File: config.mk
export PLATFORM = sky130hd
export DESIGN_NAME = pwr_guard_bcheck
export DESIGN_NICKNAME = d
export VERILOG_FILES = /design/src/rtl/pg_pkg.sv /design/src/rtl/pg_recov_timer.sv /design/src/rtl/pg_check_seq.sv /design/src/rtl/pg_bus_gate.sv /design/src/rtl/pwr_guard_bcheck.sv
export SDC_FILE = /design/constraint.sdc
export NUM_CORES = 1
export LEC_CHECK = 0
export CORE_MARGIN = 2
export CORE_UTILIZATION = 51
export CTS_CLUSTER_SIZE = 40
export DETAILED_ROUTE_END_ITERATION = 8
export PLACE_DENSITY = 0.86
export SLEW_MARGIN = 20
export SYNTH_ARGS = -nofsm -noshare
export SYNTH_HDL_FRONTEND = slang
export SYNTH_HIERARCHICAL = 1
export SYNTH_SLANG_ARGS = --single-unit
File: constraint.sdc
create_clock -name clk -period 6.05 [get_ports clk]
set_clock_uncertainty 0.15 [all_clocks]
set_input_delay 1.21 -clock clk [delete_from_list [all_inputs] [get_ports clk]]
set_output_delay 1.21 -clock clk [all_outputs]
set_load 0.005 [all_outputs]
File: src/rtl/pg_pkg.sv
package pg_pkg;

   typedef enum logic [3:0] {
      ST_PROT,
      ST_RECOV,
      ST_RD_SAVE,
      ST_GAP_A,
      ST_WR_CPL,
      ST_GAP_B,
      ST_RD_VER,
      ST_GAP_C,
      ST_WR_RST,
      ST_RUN
   } pg_state_e;

   typedef enum logic [1:0] {
      OP_IDLE,
      OP_READ,
      OP_WRITE
   } mem_op_e;

   function automatic logic is_access(input pg_state_e s);
      return (s == ST_RD_SAVE) || (s == ST_WR_CPL) || (s == ST_RD_VER) || (s == ST_WR_RST);
   endfunction

   function automatic mem_op_e op_of(input pg_state_e s);
      case (s)
         ST_RD_SAVE, ST_RD_VER: return OP_READ;
         ST_WR_CPL, ST_WR_RST:  return OP_WRITE;
         default:               return OP_IDLE;
      endcase
   endfunction

   function automatic pg_state_e step_of(input pg_state_e s);
      case (s)
         ST_RD_SAVE: return ST_GAP_A;
         ST_GAP_A:   return ST_WR_CPL;
         ST_WR_CPL:  return ST_GAP_B;
         ST_GAP_B:   return ST_RD_VER;
         ST_RD_VER:  return ST_GAP_C;
         ST_GAP_C:   return ST_WR_RST;
         ST_WR_RST:  return ST_RUN;
         default:    return ST_PROT;
      endcase
   endfunction

endpackage

File: src/rtl/pg_recov_timer.sv
module pg_recov_timer #(
   parameter int REC_CYCLES = 8_000_000
) (
   input  logic clk,
   input  logic rst_n,
   input  logic arm,
   output logic expired
);

   localparam int CW = (REC_CYCLES > 1) ? $clog2(REC_CYCLES + 1) : 1;
   localparam logic [CW-1:0] LAST = CW'(REC_CYCLES - 1);

   logic [CW-1:0] cnt_q;

   assign expired = arm && (cnt_q == LAST);

   always_ff @(posedge clk or negedge rst_n) begin
      if (!rst_n) begin
         cnt_q <= '0;
      end else if (!arm) begin
         cnt_q <= '0;
      end else if (!expired) begin
         cnt_q <= cnt_q + 1'b1;
      end
   end

endmodule

File: src/rtl/pg_check_seq.sv
module pg_check_seq
   import pg_pkg::*;
#(
   parameter int DW         = 8,
   parameter int ACC_CYCLES = 2
) (
   input  logic          clk,
   input  logic          rst_n,
   input  logic          supply_good,
   input  logic          supply_low,
   input  logic          rec_done,
   input  logic [DW-1:0] rd_data,
   output pg_state_e     state,
   output mem_op_e       chk_op,
   output logic [DW-1:0] chk_wdata,
   output logic          check_done,
   output logic          battery_bad
);

   localparam int ACW = (ACC_CYCLES > 1) ? $clog2(ACC_CYCLES) : 1;

   pg_state_e     st_q, st_d;
   logic          acc_last;
   logic          in_access;
   logic [DW-1:0] save_q;
   logic          mism_q;
   logic          done_q;
   logic          bad_q;
   logic          finish;

   assign in_access = is_access(st_q);

   generate
      if (ACC_CYCLES == 1) begin : g_single
         assign acc_last = 1'b1;
      end else begin : g_multi
         logic [ACW-1:0] acc_q;
         assign acc_last = (acc_q == ACW'(ACC_CYCLES - 1));
         always_ff @(posedge clk or negedge rst_n) begin
            if (!rst_n) begin
               acc_q <= '0;
            end else if (in_access && !acc_last) begin
               acc_q <= acc_q + 1'b1;
            end else begin
               acc_q <= '0;
            end
         end
      end
   endgenerate

   always_comb begin
      st_d = st_q;
      case (st_q)
         ST_PROT: begin
            if (supply_good) st_d = ST_RECOV;
         end
         ST_RECOV: begin
            if (!supply_good)  st_d = ST_PROT;
            else if (rec_done) st_d = ST_RD_SAVE;
         end
         ST_RUN: begin
            if (supply_low) st_d = ST_PROT;
         end
         ST_GAP_A, ST_GAP_B, ST_GAP_C: begin
            st_d = supply_good ? step_of(st_q) : ST_PROT;
         end
         ST_RD_SAVE, ST_WR_CPL, ST_RD_VER, ST_WR_RST: begin
            if (!supply_good)  st_d = ST_PROT;
            else if (acc_last) st_d = step_of(st_q);
         end
         default: st_d = ST_PROT;
      endcase
   end

   assign finish = (st_q == ST_WR_RST) && acc_last && supply_good;

   always_ff @(posedge clk or negedge rst_n) begin
      if (!rst_n) begin
         st_q   <= ST_PROT;
         save_q <= '0;
         mism_q <= 1'b0;
         done_q <= 1'b0;
         bad_q  <= 1'b0;
      end else begin
         st_q   <= st_d;
         done_q <= finish;
         if (finish && mism_q) bad_q <= 1'b1;
         if (st_q == ST_RECOV) mism_q <= 1'b0;
         if ((st_q == ST_RD_SAVE) && acc_last) save_q <= rd_data;
         if ((st_q == ST_RD_VER) && acc_last) mism_q <= (rd_data != ~save_q);
      end
   end

   assign state       = st_q;
   assign chk_op      = op_of(st_q);
   assign chk_wdata   = (st_q == ST_WR_CPL) ? ~save_q : save_q;
   assign check_done  = done_q;
   assign battery_bad = bad_q;

endmodule

File: src/rtl/pg_bus_gate.sv
module pg_bus_gate
   import pg_pkg::*;
#(
   parameter int AW            = 17,
   parameter int DW            = 8,
   parameter int CHK_ADDR      = 0,
   parameter bit IDLE_BUS_ZERO = 1'b0
) (
   input  logic          supply_good,
   input  logic          run,
   input  mem_op_e       chk_op,
   input  logic [DW-1:0] chk_wdata,
   input  logic          host_sel,
   input  logic          host_wr,
   input  logic          host_rd,
   input  logic [AW-1:0] host_addr,
   input  logic [DW-1:0] host_wdata,
   input  logic [DW-1:0] mem_rdata,
   output logic          mem_ce_n,
   output logic          mem_we_n,
   output logic          mem_oe_n,
   output logic [AW-1:0] mem_addr,
   output logic [DW-1:0] mem_wdata,
   output logic [DW-1:0] host_rdata,
   output logic          host_rdata_en,
   output logic          host_ready
);

   localparam logic [AW-1:0] CHK_A = AW'(CHK_ADDR);

   logic pass_host;
   logic host_act;
   logic chk_act;
   logic host_read;
   logic [AW-1:0] idle_addr;
   logic [DW-1:0] idle_data;

   assign pass_host = run && supply_good;
   assign host_act  = pass_host && host_sel;
   assign chk_act   = (chk_op != OP_IDLE) && supply_good;
   assign host_read = host_act && host_rd && !host_wr;

   assign mem_ce_n = !(host_act || chk_act);
   assign mem_we_n = !((host_act && host_wr) || (chk_act && (chk_op == OP_WRITE)));
   assign mem_oe_n = !(host_read || (chk_act && (chk_op == OP_READ)));

   generate
      if (IDLE_BUS_ZERO) begin : g_quiet_bus
         assign idle_addr = host_act ? host_addr : '0;
         assign idle_data = host_act ? host_wdata : '0;
      end else begin : g_follow_bus
         assign idle_addr = host_addr;
         assign idle_data = host_wdata;
      end
   endgenerate

   assign mem_addr  = (chk_op != OP_IDLE) ? CHK_A : idle_addr;
   assign mem_wdata = (chk_op != OP_IDLE) ? chk_wdata : idle_data;

   assign host_rdata_en = host_read;
   assign host_rdata    = host_read ? mem_rdata : '0;
   assign host_ready    = pass_host;

endmodule

File: src/rtl/pwr_guard_bcheck.sv
module pwr_guard_bcheck
   import pg_pkg::*;
#(
   parameter int AW            = 17,
   parameter int DW            = 8,
   parameter int REC_CYCLES    = 8_000_000,
   parameter int ACC_CYCLES    = 2,
   parameter int CHK_ADDR      = 0,
   parameter bit IDLE_BUS_ZERO = 1'b0
) (
   input  logic          clk,
   input  logic          rst_n,
   input  logic          supply_ok,
   input  logic          supply_low,
   input  logic          host_sel,
   input  logic          host_wr,
   input  logic          host_rd,
   input  logic [AW-1:0] host_addr,
   input  logic [DW-1:0] host_wdata,
   output logic [DW-1:0] host_rdata,
   output logic          host_rdata_en,
   output logic          host_ready,
   output logic          mem_ce_n,
   output logic          mem_we_n,
   output logic          mem_oe_n,
   output logic [AW-1:0] mem_addr,
   output logic [DW-1:0] mem_wdata,
   input  logic [DW-1:0] mem_rdata,
   output logic          check_done,
   output logic          battery_bad
);

   generate
      if (AW < 1 || AW > 32) begin : g_bad_aw
         $error("pwr_guard_bcheck: AW out of range");
      end
      if (DW < 1) begin : g_bad_dw
         $error("pwr_guard_bcheck: DW must be at least 1");
      end
      if (REC_CYCLES < 1) begin : g_bad_rec
         $error("pwr_guard_bcheck: REC_CYCLES must be at least 1");
      end
      if (ACC_CYCLES < 1) begin : g_bad_acc
         $error("pwr_guard_bcheck: ACC_CYCLES must be at least 1");
      end
      if (CHK_ADDR < 0 || longint'(CHK_ADDR) >= (64'd1 << AW)) begin : g_bad_addr
         $error("pwr_guard_bcheck: CHK_ADDR outside address space");
      end
   endgenerate

   logic          supply_good;
   logic          rec_done;
   pg_state_e     state;
   mem_op_e       chk_op;
   logic [DW-1:0] chk_wdata;

   assign supply_good = supply_ok && !supply_low;

   pg_recov_timer #(
      .REC_CYCLES(REC_CYCLES)
   ) u_timer (
      .clk    (clk),
      .rst_n  (rst_n),
      .arm    (state == ST_RECOV),
      .expired(rec_done)
   );

   pg_check_seq #(
      .DW        (DW),
      .ACC_CYCLES(ACC_CYCLES)
   ) u_seq (
      .clk        (clk),
      .rst_n      (rst_n),
      .supply_good(supply_good),
      .supply_low (supply_low),
      .rec_done   (rec_done),
      .rd_data    (mem_rdata),
      .state      (state),
      .chk_op     (chk_op),
      .chk_wdata  (chk_wdata),
      .check_done (check_done),
      .battery_bad(battery_bad)
   );

   pg_bus_gate #(
      .AW           (AW),
      .DW           (DW),
      .CHK_ADDR     (CHK_ADDR),
      .IDLE_BUS_ZERO(IDLE_BUS_ZERO)
   ) u_gate (
      .supply_good  (supply_good),
      .run          (state == ST_RUN),
      .chk_op       (chk_op),
      .chk_wdata    (chk_wdata),
      .host_sel     (host_sel),
      .host_wr      (host_wr),
      .host_rd      (host_rd),
      .host_addr    (host_addr),
      .host_wdata   (host_wdata),
      .mem_rdata    (mem_rdata),
      .mem_ce_n     (mem_ce_n),
      .mem_we_n     (mem_we_n),
      .mem_oe_n     (mem_oe_n),
      .mem_addr     (mem_addr),
      .mem_wdata    (mem_wdata),
      .host_rdata   (host_rdata),
      .host_rdata_en(host_rdata_en),
      .host_ready   (host_ready)
   );

endmodule

* Word-level counts from Yosys, hierarchy flattened
Index checks and enable logic that the tools add are counted.
** Operators by class
- Add/sub/neg operators :: 2
- Multiply operators :: 0
- Div/mod/pow operators :: 0
- Order comparisons :: 0
- Equal/unequal tests :: 18
- Shifts and indexed selects :: 0
- Mux-type cells :: 19
- Bitwise operators :: 1
- Reduce and logical (&&, ||, !) cells :: 36
** Operator list (number)
- 23-bit 2-to-1 mux :: 2
- 4-bit 2-to-1 mux :: 7
- 4-bit case mux with 7 select lines :: 1
- 8-bit 2-to-1 mux :: 3
- 23-bit by 1-bit adder with 23-bit output (second input constant) :: 1
- 23-bit equality test (second input constant) :: 1
- 4-bit case mux with 5 select lines :: 1
- 17-bit 2-to-1 mux :: 1
- 4-bit by 3-bit equality test with 1-bit output (second input constant) :: 4
- 1-bit logical AND :: 16
- 4-bit by 2-bit equality test with 1-bit output (second input constant) :: 2
- 4-bit equality test (second input constant) :: 2
- 8-bit != test :: 1
- 8-bit NOT :: 1
- 1-bit zero test :: 6
- 1-bit logical OR :: 6
- 3-bit != test (second input constant) :: 2
- 4-bit by 1-bit equality test with 1-bit output (second input constant) :: 1
- 4-bit zero test :: 1
- 2-bit != test (second input constant) :: 2
- 2-bit case mux with 2 select lines :: 1
- 4-bit AND reduction :: 1
- 2-bit nonzero test :: 2
- 2-bit OR reduction :: 2
- 7 further kinds :: 9
** Storage, ports and cells
- Flip-flop bits (word level) :: 39
- Bits in latches :: 0
- RAM bits :: 0
- Bits in read-only memories :: 0
- Input port bits :: 40
- Output and inout bits :: 40
- Word-level logic and storage cells :: 83
- Memories kept :: 0

* Logic depth before layout (Yosys ltp)
Gate-level depths: netlist (run 1).
- Depth after elaboration :: 8
- Mapped depth :: 9
- Depth with buffers taken out :: 9

* By module
Netlist (run 1), hierarchy kept.
** Modules (own cells, without submodules)
- pg_recov_timer :: times used 1, cells an instance 129, area each 1255.0 um^2, sequential area each 575.6 um^2
- pg_check_seq :: times used 1, cells an instance 81, area each 902.1 um^2, sequential area each 400.4 um^2
- pg_bus_gate :: times used 1, cells an instance 56, area each 390.4 um^2, sequential area each 0.0 um^2
- pwr_guard_bcheck :: times used 1, cells an instance 3, area each 33.8 um^2, sequential area each 0.0 um^2

* Worst setup path before layout (run 1)
Ideal clock, no wire load.
- Kind :: input -> output
- From :: input port supply_ok
- To :: output port host_rdata[7]
- Arrival time :: 2.008 ns
- Data required time :: 4.690 ns
- Slack :: 2.682 ns
- Stages :: 4
- Buffers on the path :: 1
- Cells stage by stage :: nor2b_1 > inv_1 > buf_2 > nor3_1
** Between the ends
- Word-level cells in the longest chain between the ends :: 6
** RTL lines
- from (decl) :: line pwr_guard_bcheck.sv:13 : input logic supply_ok,
- 1-bit logical AND :: line pwr_guard_bcheck.sv:57 : assign supply_good = supply_ok && !supply_low;
- 1-bit logical AND :: line pg_bus_gate.sv:38 : assign pass_host = run && supply_good;
- 1-bit logical AND :: line pg_bus_gate.sv:39 : assign host_act = pass_host && host_sel;
- 1-bit logical AND (2 in a row) :: line pg_bus_gate.sv:41 : assign host_read = host_act && host_rd && !host_wr;
- 8-bit 2-to-1 mux :: line pg_bus_gate.sv:61 : assign host_rdata = host_read ? mem_rdata : '0;
- to (decl) :: line pwr_guard_bcheck.sv:20 : output logic [DW-1:0] host_rdata,
Every way passes these cells.

* Worst setup path after layout (run 1)
- From :: input port supply_ok
- To :: output port host_rdata[4]
** Between the ends
- Word-level cells in the longest chain between the ends :: 6
** RTL lines
- 1-bit logical AND :: line pwr_guard_bcheck.sv:57
- via supply_good :: line pwr_guard_bcheck.sv:51 : logic supply_good;
- 1-bit logical AND :: line pg_bus_gate.sv:38
- 1-bit logical AND :: line pg_bus_gate.sv:39
- 1-bit logical AND (2 in a row) :: line pg_bus_gate.sv:41
- 8-bit 2-to-1 mux :: line pg_bus_gate.sv:61
The timed path passes the listed nets, and every way through them passes these cells.

==> results of run 1 <==
## worst max-delay path: stages
cell             delay [ns]
clkdlybuf4s50_1        0.44
nor2b_1                0.41
inv_1                  0.33
nor3_1                 0.27
clkdlybuf4s50_1        0.55
## final cells by class
class | count | area [sq um] | area share [%]
Tap cell | 67 | 83.8 | 2.39
Sequential cell | 39 | 976 | 27.8
Clock buffer | 6 | 82.6 | 2.35
Clock inverter | 2 | 35.0 | 0.999
Timing Repair Buffer | 79 | 786 | 22.4
Inverter | 14 | 52.6 | 1.50
Multi-Input combinational cell | 205 | 1490 | 42.5
## power by group through the flow
stage	registers [mW]	clock network, mW	logic (mW)
2_1_floorplan	0.274	0	0.0304
3_3_place_gp	0.276	0	0.0809
3_5_place_dp	0.276	0	0.0828
4_1_cts	0.271	0.229	0.0833
5_1_grt	0.272	0.239	0.0906
6_report	0.271	0.224	0.0828
## routing by layer
layer	vias to the layer above	global-route usage (%)	routed length [microns]
li1	1118	-	-
met4	0	5.46	59
met3	6	5.62	510
met2	88	42.8	3250
met1	1107	29.8	2600
met5	-	0	0
## worst paths after layout
kind                                          startpoint                            end  slack [ns]
max                                            supply_ok                  host_rdata[4]        1.47
min                        u_seq/battery_bad$_DFFE_PN0P_  u_seq/battery_bad$_DFFE_PN0P_        0.33
max reg2reg                   u_seq/state[0]$_DFFE_PN0P_     u_seq/state[0]$_DFFE_PN0P_        3.35
min reg2reg                u_seq/battery_bad$_DFFE_PN0P_  u_seq/battery_bad$_DFFE_PN0P_        0.33
max in group asynchronous                          rst_n   u_timer/cnt_q[0]$_DFFE_PN0P_        4.34
min in group asynchronous                          rst_n  u_timer/cnt_q[17]$_DFFE_PN0P_        0.87
## cell usage after synthesis (all sizes together), types with 7 or more instances
library cell | number | area [sq um]
nor3 | 14 | 86.3
buf | 7 | 53.8
a21oi | 10 | 50.1
mux2 | 16 | 188
inv | 14 | 52.6
nor2 | 15 | 71.3
and2 | 18 | 121
xor2 | 18 | 158
or4 | 7 | 56.3
dfrtp | 39 | 976
nand3 | 10 | 50.1
o21ai | 12 | 63.8
nand2 | 16 | 62.6
## registers in the layout, summed over array words and instances, names as in the netlist
signal,count
u_seq/save_q,8
u_seq/check_done,1
u_seq/battery_bad,1
u_seq/state,4
u_seq/mism_q,1
u_timer/cnt_q,23
u_seq/acc_last,1
## cells by family after synthesis
group                    after synthesis  synth area share [%]
buffers and inverters                 25                  4.75
adder cells (fa/ha/maj)                1                 0.485
XOR/XNOR                              23                  7.80
AND/OR/NAND/NOR                      119                  30.1
AO/OA/AOI/OAI                         43                  10.6
multiplexers                          19                  8.43
flip-flops                            39                  37.8
==> impl_metrics.toml, run 1 <==
[placement]
post-dp-hpwl_microns = 4790
dpl-instance-area_sq_mm = 0.00338
io_buffer_count = 79
dp_slack_ns = 1.47
dp_cells = 404
gp_congestion = 0.778

[sta]
fmax_mhz = 218
hold_viol = 0
setup_violations = 0
final-max-slew-violation-count = 0
whs_ns = 0.328
fin_tns_setup_ns = 0
worstMarginPinSlew_ns = 0.841
min_period_over_period_pct = 75.7
fin_ws_ns = 1.47
rsz0062_at_grt = "no"
min_period_ns = 4.58
relSlewSlack_pct = 43.9

[clock_tree]
clock-sinks = 39
cts_resized = 0
hold_buffers = 0
root_buffer = "clkbuf_8"
clock_path_buffers = 2
clk_latency_ns = 0.29
htreeDepth = 2
cts_post_setup_buffers_inserted = 0
numCtsBuffers = 5
clkTransAtPathRegs_ns = 0.08
cts_tree = "yes"

[final_layout]
layout_common_cells = "78 x clkdlybuf4s50_1, 39 x dfrtp_1, 18 x xor2_1"
final_common_cell = "clkdlybuf4s50_1"
final_area_sq_mm = 0.00351
stdcell_count = 412
fillers = 379
nets = 385
area_growth_syn_to_layout_pct = 35.9
num_antenna_cells = 0
final_layout_size_suffix_gt1_share_pct = 15.1
final_util_pct = 72.8

[synthesis]
synth-async-reset-ratio_pct = 100
syn_inst = 269
synth_cell_types = 58
synth.cell_area_sq_mm = 0.00258
yosysWarnings = 6
synth-main-ff-cell = "dfrtp_1"
seq_area_frac_synth_pct = 37.8
synth_edf_count = 0
synth_seq_cells = 39
synth_fp_nets = 310
avgSynthCellArea_sq_um = 9.60

[die]
die_y_microns = 75.1
die_w_microns = 75.1
start_util_pct = 53.6
dieArea_sq_mm = 0.00565
io_pins = 80
row_count = 25
core-area_sq_mm = 0.00482

[grt]
grt_max_degree = 40
grt_pass1_vias = 2208
grt_pass1_wl_microns = 10400
grt_overflow = 0
grt_util_all_layers_pct = 24.1
antenna_found_initial = 0

[power_and_ir_drop]
switching_share_pct = 22.1
p_clk_share_pct = 38.8
powerDensity_mw_per_mm2 = 165
power.total_uw = 578
seq_power_share_pct = 46.9
pwr-share-comb_pct = 14.3
max-vdd-ir-drop_uv = 157
switchingPower_uw = 128
leakage_nw = 1.40
p_int_uw = 450

[run_status]
status = "finished clean"

[route]
drt_pass1_iterations = 4
via_per_inst = 5.63
vias = 2319
wl_microns = 6420
ant_nets = 0
drtIter0Drc = 172
drc = 0
wl_per_cell_microns = 15.6

[worst_setup_path]
endpoint_kind = "output port"
arrival_ns = 3.22
worstSetupPathType = "in -> out"
reg2regPathDepth = 7
startpoint_type = "input port"
required_ns = 4.69
worstPathMaxFanout = 11

[worst_hold_path]
worstHoldPathType = "reg -> reg"
hold_depth = 1

[run]
maxCapViolations = 0
Power figures use the tool's default switching activity.
==> inputs of run 2 (changes only) <==
Settings changed: CORE_UTILIZATION 51 to 43, PLACE_DENSITY 0.86 to 0.78.
Clock period 6.05 ns to 3.9 ns, I/O delays scaled along.
==> impl_metrics.toml, run 2 (synthesized netlist as in run 1, its figures left out) <==
[sta]
min_period_over_period_pct = 91.4
hold_viol = 0
whs_ns = 0.322
relSlewSlack_pct = 42.1
worstMarginPinSlew_ns = 0.868
fin_tns_setup_ns = 0
fmax_mhz = 281
final-max-slew-violation-count = 0
min_period_ns = 3.56
setup_violations = 0
rsz0062_at_grt = "no"

[grt]
grt_pass1_vias = 2146
grt_pass1_wl_microns = 10400
grt_max_degree = 40
antenna_found_initial = 0
grt_overflow = 0
grt_util_all_layers_pct = 20.5

[die]
core-area_sq_mm = 0.00585
dieArea_sq_mm = 0.00664
die_y_microns = 81.5
start_util_pct = 44.1
row_count = 28
io_pins = 80
die_w_microns = 81.5

[route]
vias = 2300
drt_pass1_iterations = 4
via_per_inst = 5.44
drtIter0Drc = 131
wl_microns = 6750
ant_nets = 0
drc = 0
wl_per_cell_microns = 16.0

[clock_tree]
clock_path_buffers = 2
clk_latency_ns = 0.29
clock-sinks = 39
cts_tree = "yes"
root_buffer = "clkbuf_8"
cts_post_setup_buffers_inserted = 0
htreeDepth = 2
hold_buffers = 0
cts_resized = 0
numCtsBuffers = 5
clkTransAtPathRegs_ns = 0.08

[worst_setup_path]
crit_path_start = "u_seq/state[2]$_DFFE_PN0P_"
required_ns = 2.97
endpoint_kind = "output port"
arrival_ns = 2.63
reg2reg_to = "u_seq/state[0]$_DFFE_PN0P_"
regToRegSetupSlack_ns = 1.44
worstSetupPathType = "reg -> out"
slowest_stage = "dfrtp_1"
worstPathMaxFanout = 26
slowest_delay_ns = 0.60
startpoint_type = "flop"
r2r-start = "u_timer/cnt_q[15]$_DFFE_PN0P_"
reg2regPathDepth = 8
path_cells = "nand2b_1, a211oi_1, buf_4, nor2_4, mux2_2, clkdlybuf4s50_1"

[final_layout]
final_layout_size_suffix_gt1_share_pct = 15.8
final_common_cell = "clkdlybuf4s50_1"
regMostFlops = "u_timer/cnt_q"
seq_area_sq_um = 976
multi_input_area_sq_mm = 0.00148
num_antenna_cells = 0
area_growth_syn_to_layout_pct = 36.8
largest_reg_flops = 23
nets = 388
layout_common_cells = "78 x clkdlybuf4s50_1, 39 x dfrtp_1, 18 x xor2_1"
fillers = 488

[run]
maxCapViolations = 0

[placement]
post-dp-hpwl_microns = 4990
gp_congestion = 0.815
io_buffer_count = 79

[worst_hold_path]
hold_depth = 1
min-delay-start = "u_seq/battery_bad$_DFFE_PN0P_"
hold_end = "u_seq/battery_bad$_DFFE_PN0P_"
worstHoldPathType = "reg -> reg"

[power_and_ir_drop]
powerDensity_mw_per_mm2 = 256
leakage_nw = 1.42
max-vdd-ir-drop_uv = 201
power.total_uw = 903

[run_status]
status = "finished clean"
[run 2: worst max path at each step]
stage | endpoint | slack (ns)
floorplan | mem_wdata[5] | 1.18
global placement | host_rdata[7] | 0.62
detailed placement | host_rdata[7] | 0.57
CTS | mem_wdata[7] | 0.32
global route | mem_wdata[7] | 0.18
finish | mem_wdata[2] | 0.34
[run 2: area by class of cell]
class / instances / area share (%)
Timing Repair Buffer: 82 / 22.9
Clock buffer: 6 / 2.34
Clock inverter: 2 / 0.992
Inverter: 14 / 1.49
Sequential cell: 39 / 27.6
Tap cell: 75 / 2.66
Multi-Input combinational cell: 205 / 42.0
[run 2: worst max-delay path: cells and delay by family (launching register included)]
kind / cells / cell delay [ns]
compound gates: 1 / 0.08
buf+inv: 2 / 0.63
flops: 1 / 0.60
mux: 1 / 0.41
simple gates: 2 / 0.61
[run 2: layer usage]
layer	global-route usage (%)	routed length, microns	up-vias
li1	-	-	1116
met1	22.3	2610	1099
met2	38.6	3520	79
met3	5.38	559	6
met4	5.93	63	0
met5	0	0	-
[run 2: power breakdown]
part	internal [mW]	switching, mW
combinational	0.0815	0.0484
clock	0.207	0.146
sequential	0.411	0.00959
[run 2: metrics by stage]
step                utilization [%]  instance area [sq um]  setup WS (ns)  instances
floorplan                         -                   2580           1.18        269
global placement               58.3                   3410          0.621        415
detailed placement             58.3                   3410          0.569        415
CTS                            60.4                   3530          0.315        423
global route                   60.4                   3530          0.178        423
finish                         60.4                   3530          0.335        423
